==> src/rtl/gpio16_regbank.sv <==
module gpio16_regbank #(
  parameter int PW = 8
) (
  input  logic            clk,
  input  logic            rst_n,
  input  logic            wr_en,
  input  logic [2:0]      wr_addr,
  input  logic [PW-1:0]   wr_data,
  input  logic            rd_en,
  input  logic [2:0]      rd_addr,
  output logic [PW-1:0]   rd_data,
  output logic            rd_valid,
  output logic [1:0]      in_rd,
  output logic [2*PW-1:0] in_cap,
  input  logic [2*PW-1:0] pin_in,
  output logic [2*PW-1:0] pin_out,
  output logic [2*PW-1:0] pin_oe
);
  localparam int NW = 2 * PW;
  localparam logic [1:0] G_IN  = 2'd0;
  localparam logic [1:0] G_OUT = 2'd1;
  localparam logic [1:0] G_POL = 2'd2;
  localparam logic [1:0] G_CFG = 2'd3;

  logic [NW-1:0] sync1, sync2, outr, polr, cfgr;
  logic [PW-1:0] rd_mux, sel_in, sel_out, sel_pol, sel_cfg;
  logic          rd_input;

  assign pin_out  = outr;
  assign pin_oe   = ~cfgr;
  assign rd_input = rd_en && (rd_addr[2:1] == G_IN);

  assign sel_in  = rd_addr[0] ? sync2[NW-1:PW] : sync2[PW-1:0];
  assign sel_out = rd_addr[0] ? outr[NW-1:PW]  : outr[PW-1:0];
  assign sel_pol = rd_addr[0] ? polr[NW-1:PW]  : polr[PW-1:0];
  assign sel_cfg = rd_addr[0] ? cfgr[NW-1:PW]  : cfgr[PW-1:0];

  always_comb begin
    case (rd_addr[2:1])
      G_IN:    rd_mux = sel_in ^ sel_pol;
      G_OUT:   rd_mux = sel_out;
      G_POL:   rd_mux = sel_pol;
      default: rd_mux = sel_cfg;
    endcase
  end

  always_ff @(posedge clk or negedge rst_n) begin
    if (!rst_n) begin
      sync1 <= '0;
      sync2 <= '0;
    end else begin
      sync1 <= pin_in;
      sync2 <= sync1;
    end
  end

  always_ff @(posedge clk or negedge rst_n) begin
    if (!rst_n) begin
      outr <= '1;
      polr <= '0;
      cfgr <= '1;
    end else if (wr_en) begin
      case (wr_addr[2:1])
        G_OUT: if (wr_addr[0]) outr[NW-1:PW] <= wr_data; else outr[PW-1:0] <= wr_data;
        G_POL: if (wr_addr[0]) polr[NW-1:PW] <= wr_data; else polr[PW-1:0] <= wr_data;
        G_CFG: if (wr_addr[0]) cfgr[NW-1:PW] <= wr_data; else cfgr[PW-1:0] <= wr_data;
        default: ;
      endcase
    end
  end

  always_ff @(posedge clk or negedge rst_n) begin
    if (!rst_n) begin
      rd_data  <= '0;
      rd_valid <= 1'b0;
      in_rd    <= '0;
      in_cap   <= '0;
    end else begin
      rd_valid <= rd_en;
      in_rd    <= rd_input ? {rd_addr[0], ~rd_addr[0]} : 2'b00;
      if (rd_en) rd_data <= rd_mux;
      if (rd_input) begin
        if (rd_addr[0]) in_cap[NW-1:PW] <= sync2[NW-1:PW];
        else            in_cap[PW-1:0]  <= sync2[PW-1:0];
      end
    end
  end
endmodule

==> config.mk <==
export PLATFORM = sky130hd
export DESIGN_NAME = gpio16_regbank
export DESIGN_NICKNAME = d
export VERILOG_FILES = /design/src/rtl/gpio16_regbank.sv
export SDC_FILE = /design/constraint.sdc
export NUM_CORES = 1
export LEC_CHECK = 0
export BUFFER_PORTS_ARGS = -buffer_cell sky130_fd_sc_hd__buf_4
export CORE_ASPECT_RATIO = 0.7
export CORE_MARGIN = 3
export CORE_UTILIZATION = 45
export DETAILED_ROUTE_END_ITERATION = 12
export PLACE_DENSITY_LB_ADDON = 0.12
export SLEW_MARGIN = 20
export SYNTH_ARGS = -nofsm -noshare
export SYNTH_HDL_FRONTEND = slang
export SYNTH_SLANG_ARGS = --single-unit
==> constraint.sdc <==
create_clock -name clk -period 1.7 [get_ports clk]
set_input_delay 0.34 -clock clk [delete_from_list [all_inputs] [get_ports clk]]
set_output_delay 0.34 -clock clk [all_outputs]
set_load 0.03 [all_outputs]
==> flow_summary.json, run 1 <==
{
  "status": "finished clean",
  "post_drt_wl_per_cell_um": 17.4,
  "path_cells": "inv_1 -> buf_4",
  "synth.top_cell.area_share_pct": 43.3,
  "maxSlewHeadroom_pct": 68.9,
  "syn_area_per_cell_um2": 14.7,
  "synth_common_cells": "75 x dfrtp_1, 64 x mux2_2, 32 x dfstp_2",
  "critPathKind": "reg -> out",
  "synthTopCellsByArea": "dfrtp_1 43%, dfstp_2 19%, mux2_2 17%",
  "netlist_area_mm2": 0.00433,
  "async_flop_share_pct": 100,
  "die_height_um": 88.1,
  "slowest_delay_ns": 0.55,
  "comb_power_share_pct": 26.4,
  "via_per_inst": 5.20,
  "grt_use_met3_pct": 5.62,
  "dp_hpwl_um": 6880,
  "min_path_type": "in -> reg",
  "switchingPower_uw": 2260,
  "first_pass_iters": 4,
  "syn_inst": 294,
  "cts.clk_slew.worst_paths_ns": 0.07,
  "clock-skew-final_ns": 0.00502,
  "num-nets-final": 431,
  "cts.sinks": 107,
  "use_met2_pct": 28.6,
  "drt_iter0_drc": 120,
  "synth_top_area_cell": "dfrtp_1",
  "critPathMaxFanout": 3,
  "dp.cells": 509,
  "power_density_mw_per_mm2": 1320,
  "fin_crit_sh_pct": 84.5,
  "io_buffers": 92,
  "antenna_found_initial": 0,
  "maxSlewViolCount": 0,
  "cts_tree": "yes",
  "drv_cap": 0,
  "worstHoldEndpoint": "sync1[8]",
  "drc": 0,
  "grt_overflow_total": 0,
  "num_rows": 29,
  "rsz0062_at_grt": "false",
  "place_ws_ns": 0.0856,
  "hold_viol_final": 0,
  "clockRootBuffer": "clkbuf_16",
  "antenna_left": 0,
  "post_dp_cell_area_mm2": 0.00526,
  "vdd_drop_max_mv": 0.672,
  "cp.arrival_ns": 1.10,
  "grt_use_total_pct": 18.0,
  "grt_pass1_wl_um": 14700,
  "grt_max_degree": 44,
  "start_kind": "flip-flop",
  "p_seq_share_pct": 46.3,
  "use_met1_pct": 24.3,
  "p_leak_uw": 0.00252,
  "top_usage_layer": "met2",
  "clockPowerShare_pct": 27.3,
  "sw_frac_of_total_pct": 30.7,
  "coreArea_mm2": 0.00922,
  "hold_depth": 1,
  "p_total_uw": 7360,
  "die-area_mm2": 0.0109,
  "drive_gt1_share_pct": 55.4,
  "stdcell_area_mm2": 0.00556,
  "required_ns": 1.36,
  "cp-end-kind": "primary output",
  "ys_seq_area_share_pct": 62.7,
  "ctsResizeCount": 0,
  "setup_viol": 0,
  "p_int_uw": 5100,
  "clockBufferDepth": 2,
  "rrSetupSlack_ns": 0.33,
  "initial_core_util_pct": 47.0,
  "ys_ff_latch": 107,
  "max_freq_mhz": 696,
  "numCtsBuffers": 9,
  "synthFlopType": "dfrtp_1",
  "gp_congestion": 0.859,
  "r2r-start": "polr[2]",
  "num_vias": 2731,
  "reg2regPathDepth": 4,
  "pin_count": 93,
  "cts_setup_buffers": 0,
  "setup_tns_ns": 0,
  "syn2layout_area_growth_pct": 28.4,
  "ys_warn_count": 0,
  "tightest_slew_ns": 0.454,
  "hp-start": "pin_in[8]",
  "fin_crit_ns": 1.44,
  "final_cells": 525,
  "synth-edff-count": 0,
  "die_w_um": 123,
  "r2r-end": "rd_data[2]",
  "grt_pass1_vias": 2811,
  "antenna_cells": 0,
  "synth_cell_types": 24,
  "postSynthNetCount": 328,
  "clk_latency_ns": 0.34,
  "setup_ws_ns": 0.264,
  "cp_slowest_cell": "dfstp_2",
  "route.final.wire_length_um": 9140,
  "htree_levels": 3,
  "yosysMostFrequentCell": "dfrtp_1"
}
==> final cells by class <==
| class | instances | area (µm²) |
|---|---|---|
| clock buffer | 9 | 225 |
| clock inverter | 6 | 65.1 |
| fill | 764 | 3650 |
| inverter | 16 | 60.1 |
| multi-input combinational | 155 | 1490 |
| sequential | 107 | 2720 |
| tap | 124 | 155 |
| timing repair buffer | 108 | 851 |
==> how the worst max path moves through the flow <==
stage                             to  cells after the start  slack [ns]  startpoint
after floorplan           rd_data[3]                      5        0.19  rd_addr[0]
after global placement    rd_data[3]                      5        0.11  rd_addr[0]
after detailed placement  rd_data[6]                      5        0.09  rd_addr[0]
after CTS                 pin_oe[11]                      2        0.24    cfgr[11]
after global routing      rd_data[4]                      4        0.18     polr[4]
final                     pin_oe[11]                      2        0.26    cfgr[11]
==> critical path, delay by kind of cell, from the launching register on <==
kind / cells / cell delay [ns]
buffers and inverters: 2 / 0.21
flip-flops: 1 / 0.55
==> registers in the layout (all words and copies together), names as in the netlist <==
name	cells
cfgr	16
in_cap	16
rd_valid	1
in_rd	2
sync1	16
sync2	16
polr	16
pin_out	16
rd_data	8
==> kinds of logic (layout without fill, tap and decap cells) <==
family	after synthesis	after routing	share of synthesized area [%]
multiplexers	88	88	22.2
AO/OA/AOI/OAI	32	32	5.54
XOR/XNOR	16	16	3.23
AND/OR/NAND/NOR	19	19	3.15
flip-flops	107	107	62.7
buffers and inverters	32	139	3.18
==> per-stage QoR <==
step | utilization, % | hold WS [ns]
finish | 60.4 | 0.102
global route | 60.4 | 0.0790
global placement | 57.1 | 0.281
floorplan | - | 0.0444
CTS | 60.4 | 0.0905
detailed placement | 57.1 | 0.283
==> power by group through the flow <==
stage	sequential (µW)	combinational [µW]	clock (µW)
floorplan	3780	815	0
detailed placement	3450	1960	0
global placement	3460	1920	0
global route	3470	2080	2200
CTS	3410	1970	2070
finish	3410	1940	2010
==> repair_timing <==
action,4_1_cts,5_1_grt
endpoints found under the setup margin,0,0
endpoints found under the hold margin,4,0
hold buffers,1,0
==> cell usage in the layout (no fill, tap or decap), types with 2 or more instances in the layout <==
cell type / count
o21ai_0: 8
mux2i_1: 24
nor2_1: 8
nand4b_1: 3
a2111oi_0: 8
inv_1: 16
clkbuf_16: 9
mux2_2: 64
o22ai_1: 8
nor4bb_2: 2
dfstp_2: 32
buf_12: 3
dfrtp_1: 75
xor2_1: 8
buf_4: 104
xnor2_1: 8
o32a_1: 8
clkinv_2: 2
==> layer usage <==
metal | up-vias | routed length [µm]
li1 | 1247 | -
met1 | 1393 | 4040
met2 | 83 | 4380
met3 | 8 | 614
met4 | 0 | 99
met5 | - | 0
No activity file was read; power rests on OpenSTA's default activity.
==> run 2, diff against run 1 <==
--- a/config.mk
+++ b/config.mk
@@ -5,6 +5,7 @@
 export SDC_FILE = /design/constraint.sdc
 export NUM_CORES = 1
 export LEC_CHECK = 0
+export ABC_AREA = 1
 export BUFFER_PORTS_ARGS = -buffer_cell sky130_fd_sc_hd__buf_4
 export CORE_ASPECT_RATIO = 0.7
 export CORE_MARGIN = 3
==> constraint.sdc (replaced) <==
create_clock -name clk -period 1.3 [get_ports clk]
set_input_delay 0.26 -clock clk [delete_from_list [all_inputs] [get_ports clk]]
set_output_delay 0.26 -clock clk [all_outputs]
set_load 0.03 [all_outputs]
==> flow_summary.json, run 2 <==
{
  "clk_latency_ns": 0.35,
  "maxSlewHeadroom_pct": 54.8,
  "cts.sinks": 107,
  "die-area_mm2": 0.0117,
  "drc": 0,
  "synthFlopType": "dfrtp_1",
  "max_freq_mhz": 749,
  "netlist_area_mm2": 0.00469,
  "antenna_cells": 0,
  "grt_pass1_wl_um": 19400,
  "clockRootBuffer": "clkbuf_16",
  "synth_top_area_cell": "dfrtp_1",
  "grt_use_total_pct": 20.8,
  "clockBufferDepth": 2,
  "num_rows": 30,
  "post_drt_wl_per_cell_um": 13.4,
  "place_ws_ns": -0.160,
  "hp-start": "pin_in[6]",
  "start_kind": "flip-flop",
  "setup_ws_ns": -0.0346,
  "coreArea_mm2": 0.00991,
  "drv_cap": 0,
  "ys_seq_area_share_pct": 58.0,
  "grt_pass1_vias": 4113,
  "antenna_found_initial": 0,
  "dp_hpwl_um": 8110,
  "fin_crit_ns": 1.33,
  "synth-edff-count": 0,
  "antenna_left": 0,
  "io_buffers": 92,
  "tightest_slew_ns": 0.676,
  "route.final.wire_length_um": 11500,
  "grt_max_degree": 80,
  "cp-end-kind": "primary output",
  "grt_overflow_total": 0,
  "postSynthNetCount": 619,
  "vdd_drop_max_mv": 0.638,
  "ys_ff_latch": 107,
  "initial_core_util_pct": 47.3,
  "synthTopCellsByArea": "dfrtp_1 40%, nand2_1 20%, dfstp_2 18%",
  "num_vias": 4107,
  "pin_count": 93,
  "critPathMaxFanout": 2,
  "die_height_um": 91.4,
  "yosysMostFrequentCell": "nand2_1",
  "gp_congestion": 0.860,
  "cts_tree": "yes",
  "cts.clk_slew.worst_paths_ns": 0.07,
  "fin_crit_sh_pct": 103,
  "hold_viol_final": 0,
  "die_w_um": 128,
  "p_leak_uw": 0.00344,
  "maxSlewViolCount": 0,
  "via_per_inst": 4.79,
  "synth_common_cells": "246 x nand2_1, 98 x inv_1, 75 x dfrtp_1",
  "htree_levels": 3,
  "syn2layout_area_growth_pct": 36.2,
  "worstSetupStartpoint": "cfgr[13]",
  "first_pass_iters": 5,
  "required_ns": 1.04,
  "setup_viol": 17,
  "async_flop_share_pct": 100,
  "mostFrequentLayoutCells": "246 x nand2_1, 100 x buf_4, 82 x inv_1",
  "num-nets-final": 758,
  "drt_iter0_drc": 270,
  "drive_gt1_share_pct": 29.5,
  "rsz0062_at_grt": "true",
  "ys_warn_count": 0,
  "failed_checks": "negative setup slack",
  "numCtsBuffers": 9,
  "final_common_cell": "nand2_1",
  "power_density_mw_per_mm2": 1550,
  "clock-skew-final_ns": 0.00752,
  "cp.arrival_ns": 1.07,
  "setup_tns_ns": -0.212,
  "status": "finished with violations",
  "min_path_type": "in -> reg",
  "synth_cell_types": 16,
  "syn_area_per_cell_um2": 8.01,
  "hold_ws_ns": 0.0124,
  "syn_inst": 585,
  "r2r-start": "pin_out[7]",
  "synth.top_cell.area_share_pct": 40.1,
  "critPathKind": "reg -> out"
}
-- run 2: stage by stage --
stage	cells	util [%]	cell area, µm²	total power (µW)
2_1_floorplan	585	-	4690	5720
3_3_place_gp	805	57.2	5670	6670
3_5_place_dp	805	57.2	5670	6740
4_1_cts	845	63.3	6270	9890
5_1_grt	857	64.4	6380	10400
6_report	857	64.4	6380	9890
-- run 2: kinds of logic (layout without fill, tap and decap cells) --
logic type | after synthesis | after routing | synth area share (%)
and+or+nand+nor | 288 | 288 | 24.5
DFF | 107 | 107 | 58.0
AOI/OAI and AO/OA | 72 | 72 | 7.69
buffers and inverters | 118 | 262 | 9.80
-- run 2: cell type report --
| cell class | count | area, µm² |
|---|---|---|
| fill | 809 | 3530 |
| sequential | 107 | 2720 |
| multi-input combinational | 360 | 1510 |
| timing repair buffer | 147 | 1320 |
| inverter | 99 | 372 |
| clock buffer | 9 | 225 |
| tap | 128 | 160 |
| clock inverter | 7 | 75.1 |
-- run 2: critical path, cell delays in order, from the launching register on --
cell	delay (ns)
dfstp_2	0.55
inv_2	0.04
buf_6	0.13
-- run 2: final timing paths --
check | cells after the start | slack [ns] | endpoint
setup / recovery | 2 | -0.03 | pin_oe[13]
hold / removal | 1 | 0.01 | sync1[6]
setup reg to reg | 9 | 0.08 | rd_data[7]
hold reg to reg | 0 | 0.35 | sync2[13]
max in group asynchronous | 3 | 0.47 | polr[1]
min in group asynchronous | 3 | 0.48 | in_cap[11]
-- run 2: what timing repair did --
action	in CTS	in global routing
pin swaps	0	4
hold endpoints to repair	75	6
buffers inserted	23	6
resized for setup	48	2
hold buffers	1	6
setup endpoints to repair	32	32
-- run 2: power breakdown --
part / total, µW / leakage [µW] / internal (µW) / switching, µW
Clock: 2760 / 0.000151 / 1510 / 1240
Combinational: 2860 / 0.00204 / 1240 / 1620
Sequential: 4280 / 0.00124 / 3940 / 335
-- run 2: layer usage --
layer	part of all wire (%)	wire (µm)	track usage, %	vias up
met4	1.5	169	5.74	0
met3	5.0	578	5.29	17
met2	49	5590	34.2	93
met1	45	5140	27.5	1969
li1	-	-	-	2028
met5	0	0	0	-
